==> src/rtl/irq_sense_pkg.sv <==
package irq_sense_pkg;
  localparam int unsigned NUM_LINES = 8;
  localparam int unsigned REG_W     = 16;
  localparam int unsigned ADDR_W    = 3;

  typedef enum logic [1:0] {
    SENSE_LOW  = 2'd0,
    SENSE_FALL = 2'd1,
    SENSE_RISE = 2'd2,
    SENSE_BOTH = 2'd3
  } sense_e;

  // word index = byte address [2:1]
  localparam logic [1:0] WORD_CTRL0 = 2'd0;
  localparam logic [1:0] WORD_CTRL1 = 2'd1;
  localparam logic [1:0] WORD_PEND  = 2'd2;

  localparam int unsigned NMI_LVL_BIT  = 15;
  localparam int unsigned NMI_ESEL_BIT = 8;
  localparam int unsigned NMI_FLAG_BIT = 1;
endpackage

==> src/rtl/irq_sync.sv <==
module irq_sync #(
  parameter int unsigned WIDTH = 1,
  parameter int unsigned STAGES = 2
) (
  input  logic             clk_i,
  input  logic             rst_ni,
  input  logic [WIDTH-1:0] d_i,
  output logic [WIDTH-1:0] q_o
);
  logic [WIDTH-1:0] stage_q [STAGES];

  // idle-high reset: a pin held high through reset yields no edge
  always_ff @(posedge clk_i or negedge rst_ni) begin
    if (!rst_ni) begin
      for (int i = 0; i < STAGES; i++) stage_q[i] <= '1;
    end else begin
      stage_q[0] <= d_i;
      for (int i = 1; i < STAGES; i++) stage_q[i] <= stage_q[i-1];
    end
  end

  assign q_o = stage_q[STAGES-1];
endmodule

==> src/rtl/irq_line_det.sv <==
module irq_line_det
  import irq_sense_pkg::*;
(
  input  logic       clk_i,
  input  logic       rst_ni,
  input  logic       lvl_i,
  input  sense_e     mode_i,
  input  logic       clr_i,
  output logic       pend_o,
  output logic       req_o
);
  logic prev_q, pend_q;
  logic rise_c, fall_c, set_c;

  assign rise_c = lvl_i & ~prev_q;
  assign fall_c = ~lvl_i & prev_q;

  always_comb begin
    unique case (mode_i)
      SENSE_LOW:  set_c = ~lvl_i;
      SENSE_FALL: set_c = fall_c;
      SENSE_RISE: set_c = rise_c;
      default:    set_c = rise_c | fall_c;
    endcase
  end

  always_ff @(posedge clk_i or negedge rst_ni) begin
    if (!rst_ni) begin
      prev_q <= 1'b1;
      pend_q <= 1'b0;
    end else begin
      prev_q <= lvl_i;
      // set beats clear so a coincident event is kept
      pend_q <= set_c | (pend_q & ~clr_i);
    end
  end

  assign pend_o = pend_q;
  assign req_o  = (mode_i == SENSE_LOW) ? ~lvl_i : pend_q;


  set_wins_chk: assert property (@(posedge clk_i) disable iff (!rst_ni)
    set_c |=> pend_q);


  hold_chk: assert property (@(posedge clk_i) disable iff (!rst_ni)
    (pend_q && !clr_i) |=> pend_q);


  rise_cause_chk: assert property (@(posedge clk_i) disable iff (!rst_ni)
    $rose(pend_q) |-> $past(set_c));
endmodule

==> src/rtl/irq_sense_ctrl.sv <==
module irq_sense_ctrl
  import irq_sense_pkg::*;
#(
  parameter int unsigned N = NUM_LINES
) (
  input  logic              clk_i,
  input  logic              rst_ni,
  input  logic [N-1:0]      irq_pin_i,
  input  logic              nmi_pin_i,
  input  logic [ADDR_W-1:0] reg_addr_i,
  input  logic              reg_we_i,
  input  logic [REG_W-1:0]  reg_wdata_i,
  output logic [REG_W-1:0]  reg_rdata_o,
  output logic [N-1:0]      irq_req_o,
  output logic              nmi_req_o
);
  logic [N-1:0]       irq_lvl, irq_pend, irq_clr;
  logic               nmi_lvl, nmi_pend, nmi_clr, nmi_esel_q;
  logic [2*N-1:0]     sense_q;
  logic [1:0]         word;
  logic               wr_ctrl0, wr_ctrl1, wr_pend;
  sense_e             nmi_mode;

  assign word     = reg_addr_i[2:1];
  assign wr_ctrl0 = reg_we_i && (word == WORD_CTRL0);
  assign wr_ctrl1 = reg_we_i && (word == WORD_CTRL1);
  assign wr_pend  = reg_we_i && (word == WORD_PEND);

  irq_sync #(.WIDTH(N + 1)) u_sync (
    .clk_i  (clk_i),
    .rst_ni (rst_ni),
    .d_i    ({nmi_pin_i, irq_pin_i}),
    .q_o    ({nmi_lvl, irq_lvl})
  );

  always_ff @(posedge clk_i or negedge rst_ni) begin
    if (!rst_ni) begin
      sense_q    <= '0;
      nmi_esel_q <= 1'b0;
    end else begin
      if (wr_ctrl1) sense_q <= reg_wdata_i[2*N-1:0];
      if (wr_ctrl0) nmi_esel_q <= reg_wdata_i[NMI_ESEL_BIT];
    end
  end

  for (genvar n = 0; n < N; n++) begin : g_line
    assign irq_clr[n] = wr_pend & ~reg_wdata_i[n];
    irq_line_det u_det (
      .clk_i  (clk_i),
      .rst_ni (rst_ni),
      .lvl_i  (irq_lvl[n]),
      .mode_i (sense_e'(sense_q[2*n +: 2])),
      .clr_i  (irq_clr[n]),
      .pend_o (irq_pend[n]),
      .req_o  (irq_req_o[n])
    );
  end

  // esel 0 -> falling code, 1 -> rising code
  assign nmi_mode = nmi_esel_q ? SENSE_RISE : SENSE_FALL;
  assign nmi_clr  = wr_ctrl0 & ~reg_wdata_i[NMI_FLAG_BIT];

  irq_line_det u_nmi (
    .clk_i  (clk_i),
    .rst_ni (rst_ni),
    .lvl_i  (nmi_lvl),
    .mode_i (nmi_mode),
    .clr_i  (nmi_clr),
    .pend_o (nmi_pend),
    .req_o  (nmi_req_o)
  );

  always_comb begin
    reg_rdata_o = '0;
    unique case (word)
      WORD_CTRL0: begin
        reg_rdata_o[NMI_LVL_BIT]  = nmi_lvl;
        reg_rdata_o[NMI_ESEL_BIT] = nmi_esel_q;
        reg_rdata_o[NMI_FLAG_BIT] = nmi_pend;
      end
      WORD_CTRL1: reg_rdata_o[2*N-1:0] = sense_q;
      WORD_PEND:  reg_rdata_o[N-1:0]   = irq_pend;
      default:    reg_rdata_o = '0;
    endcase
  end


  nmi_edge_only_chk: assert property (@(posedge clk_i) disable iff (!rst_ni)
    $rose(nmi_req_o) |-> $past(nmi_esel_q ? (nmi_lvl & ~$past(nmi_lvl))
                                          : (~nmi_lvl & $past(nmi_lvl))));


  sense_stable_chk: assert property (@(posedge clk_i) disable iff (!rst_ni)
    !wr_ctrl1 |=> $stable(sense_q));
endmodule

==> config.mk <==
export PLATFORM = sky130hd
export DESIGN_NAME = irq_sense_ctrl
export DESIGN_NICKNAME = d
export VERILOG_FILES = /design/src/rtl/irq_sense_pkg.sv /design/src/rtl/irq_sync.sv /design/src/rtl/irq_line_det.sv /design/src/rtl/irq_sense_ctrl.sv
export SDC_FILE = /design/constraint.sdc
export NUM_CORES = 1
export LEC_CHECK = 0
export ABC_AREA = 1
export BUFFER_PORTS_ARGS = -buffer_cell sky130_fd_sc_hd__buf_2
export CAP_MARGIN = 15
export CORE_MARGIN = 2
export CORE_UTILIZATION = 55
export CTS_CLUSTER_SIZE = 20
export DETAILED_ROUTE_END_ITERATION = 7
export PLACE_DENSITY = 0.8
export SLEW_MARGIN = 0
export SYNTH_ARGS = -nofsm -noshare
export SYNTH_HDL_FRONTEND = slang
export SYNTH_SLANG_ARGS = --single-unit
export TNS_END_PERCENT = 10
==> constraint.sdc <==
create_clock -name clk_i -period 2.35 [get_ports clk_i]
set_clock_uncertainty 0.15 [all_clocks]
set_input_delay 0.1175 -clock clk_i [delete_from_list [all_inputs] [get_ports clk_i]]
set_output_delay 0.1175 -clock clk_i [all_outputs]
set_load 0.05 [all_outputs]
==> results.ini <==
[outcome]
run_status=complete, no violations

[grt]
grtUsageTotal_pct=20.6
first_global_vias=2061
grt_pass1_wl_um=8970
grt_antenna_before_repair=0
grt_max_degree=33
overflow=0

[floorplanning]
io_pins=56
coreArea_sq_um=5040
row_count=26
dieArea_sq_um=5760
die_w_um=75.9
die_y_um=75.9
initial_core_util_pct=56.4

[placed_design]
gp_congestion=0.792
dp_cells=427
portBuffers=54
place_hpwl_um=3810

[critical_path]
path_buf_inv=3
critical_path.cell_chain=buf_2 > inv_1 > ha_1 > nand2_1 > a21oi_1 > buf_2
cp_max_fo=16
crit_type=in2out
cp_top_family=adder cells
critical_path_required_ns=2.08
crit_top_cell=buf_2
critPathCaptureType=output pin
arrival_ns=1.43
start_kind=input port
slowest_delay_ns=0.52
crit_slowest_cell=ha_1

[logic_synthesis]
synth_adder_area_share_pct=8.80
yosysSeqAreaShare_pct=47.8
synthXorXnorAreaFrac_pct=0
synth_compound_area_share_pct=11.8
syn_nets=375
synthSimpleGateAreaFrac_pct=17.6
synthMuxAreaShare_pct=0
syn_area_per_cell_sq_um=8.77
yosys.area.top_type_share_pct=25.0
ys_types=20
synthesis.area_sq_um=2840
syn_inst=324
synth-seq-cells=53
synth_top_family_by_area=simple AND/OR/NAND/NOR gates
ys_warn_count=0
yosysTopAreaCell=dfstp_2
synthTopCellsByArea=dfstp_2 25%, dfrtp_1 23%, ha_1 8.8%

[finish]
nets=441
multiInputGateArea_sq_um=1090
mostFrequentLayoutCells=60 x nand2_1, 56 x inv_1, 54 x buf_2
layout.cells.non_filler=461
regArea_sq_um=1360
drive_gt1_share_pct=27.6
diodes=0
area_growth_pct=19.9
layout_commonest_cell=nand2_1
fillCellCount=398

[routing]
drcViolationCount=0
ant_nets=0
vias=2191
dr.pass1.iters=4
routed_wl_um=5220
routed_via_density=4.75
wl_per_cell_um=11.3
first_iter_violations=87

[clocking]
root_buffer=clkbuf_8
clk_latency_ns=0.30
h-tree-depth=2
tritoncts=yes
clk_pin_slew_ns=0.10
clk_path_buf_depth=2
cts_sinks=53
cts_resized=0
cts_made_buffers=5

[sta]
slew_violations=0
final.period_utilization_pct=72.1
maxSlewHeadroom_pct=62.2
worst_pin_slew_ns=0.566
rsz0062_at_grt=no
fin_setup_tns_ns=0
hold_violations=0
max_freq_mhz=590
min_period_ns=1.69
finalSetupViolCount=0

[pwr]
power.density_nw_per_um2=687
vdd_drop_max_v=0.000415
leakagePower_nw=1.75

[run]
max_cap_viol_count=0

[worst_hold_path]
min_path_type=in2reg

## repair_timing
| action | CTS | global route |
|---|---|---|
| endpoints found under the hold margin | 70 | 0 |
| hold buffers | 26 | 0 |
| setup buffers | 0 | 0 |
## metrics by stage
stage	hold slack [ns]	setup slack [ns]	cell area [sq um]	power, mW	util, %
final	0.0839	0.656	3410	2.34	67.6
after global routing	0.101	0.497	3410	2.48	67.6
after CTS	0.0731	0.628	3410	2.36	67.6
after detailed placement	-0.0936	0.621	3040	1.75	60.2
after global placement	-0.0898	0.670	3040	1.73	60.2
after floorplan	-0.328	0.683	2840	1.66	-
## power breakdown
group	total (mW)	internal [mW]	switching (mW)
logic	0.628	0.205	0.423
registers	1.14	1.02	0.117
clock network	0.575	0.276	0.299
total	2.34	1.50	0.838
## layer usage
metal,share of wire [%],track usage [%]
met1,47,27.4
met2,49,34.8
met3,3.3,3.84
met4,0.92,5.26
met5,0,0
## layout make-up
class,instances,share of cell area [%]
Clock buffer,6,2.75
Multi-Input combinational cell,191,31.9
Sequential cell,53,39.9
Inverter,56,6.17
Tap cell,70,2.57
Clock inverter,2,0.477
Timing Repair Buffer,83,16.2
## synth_stat cells
| library cell | count |
|---|---|
| o21ai_1 | 1 |
| dfrtp_1 | 26 |
| buf_4 | 9 |
| o22ai_1 | 2 |
| nor2_1 | 24 |
| nor3_1 | 8 |
| dfstp_2 | 27 |
| o31ai_1 | 8 |
| o21ai_2 | 8 |
| inv_1 | 56 |
| nand2_4 | 1 |
| nand3_1 | 27 |
| a21oi_1 | 15 |
| buf_6 | 7 |
| nand2_1 | 60 |
| buf_2 | 4 |
| a21oi_2 | 7 |
| ha_1 | 20 |
| clkbuf_2 | 4 |
| o21ai_0 | 10 |
## worst paths after layout
kind | cells after the start | endpoint | start | slack (ns)
max in group asynchronous | 3 | u_sync.q_o[7]$_DFF_PN1_ | rst_ni | 1.29
worst max register to register | 6 | g_line[0].u_det.pend_o$_DFF_PN0_ | u_sync.q_o[0]$_DFF_PN1_ | 1.01
worst max-delay path | 6 | reg_rdata_o[5] | reg_addr_i[1] | 0.66
worst min register to register | 0 | u_sync.q_o[6]$_DFF_PN1_ | u_sync.stage_q[15]$_DFF_PN1_ | 0.21
worst min-delay path | 3 | nmi_esel_q$_DFFE_PN0P_ | reg_we_i | 0.08
min in group asynchronous | 2 | g_line[4].u_det.pend_o$_DFF_PN0_ | rst_ni | 0.11
## sequential cells by signal (all words and copies together) (netlist names)
signal	flops
sense_q	16
u_sync.q_o	9
u_sync.stage_q	9
g_line.u_det.pend_o	8
g_line.u_det.prev_q	8
nmi_esel_q	1
u_nmi.pend_o	1
u_nmi.prev_q	1
## cells by family after synthesis
kind of cell               after synthesis
and+or+nand+nor                        120
buffers and inverters                   80
DFF                                     53
AOI/OAI and AO/OA                       51
adders and majority gates               20
## worst register-to-register path: stages, from the launching register on
cell and delay [ns]:
dfstp_2 0.58, inv_1 0.05, ha_1 0.17, nand3_1 0.08
nand2_1 0.05, nor2_1 0.09, nand2_1 0.06
(Power assumes the default switching activity.)
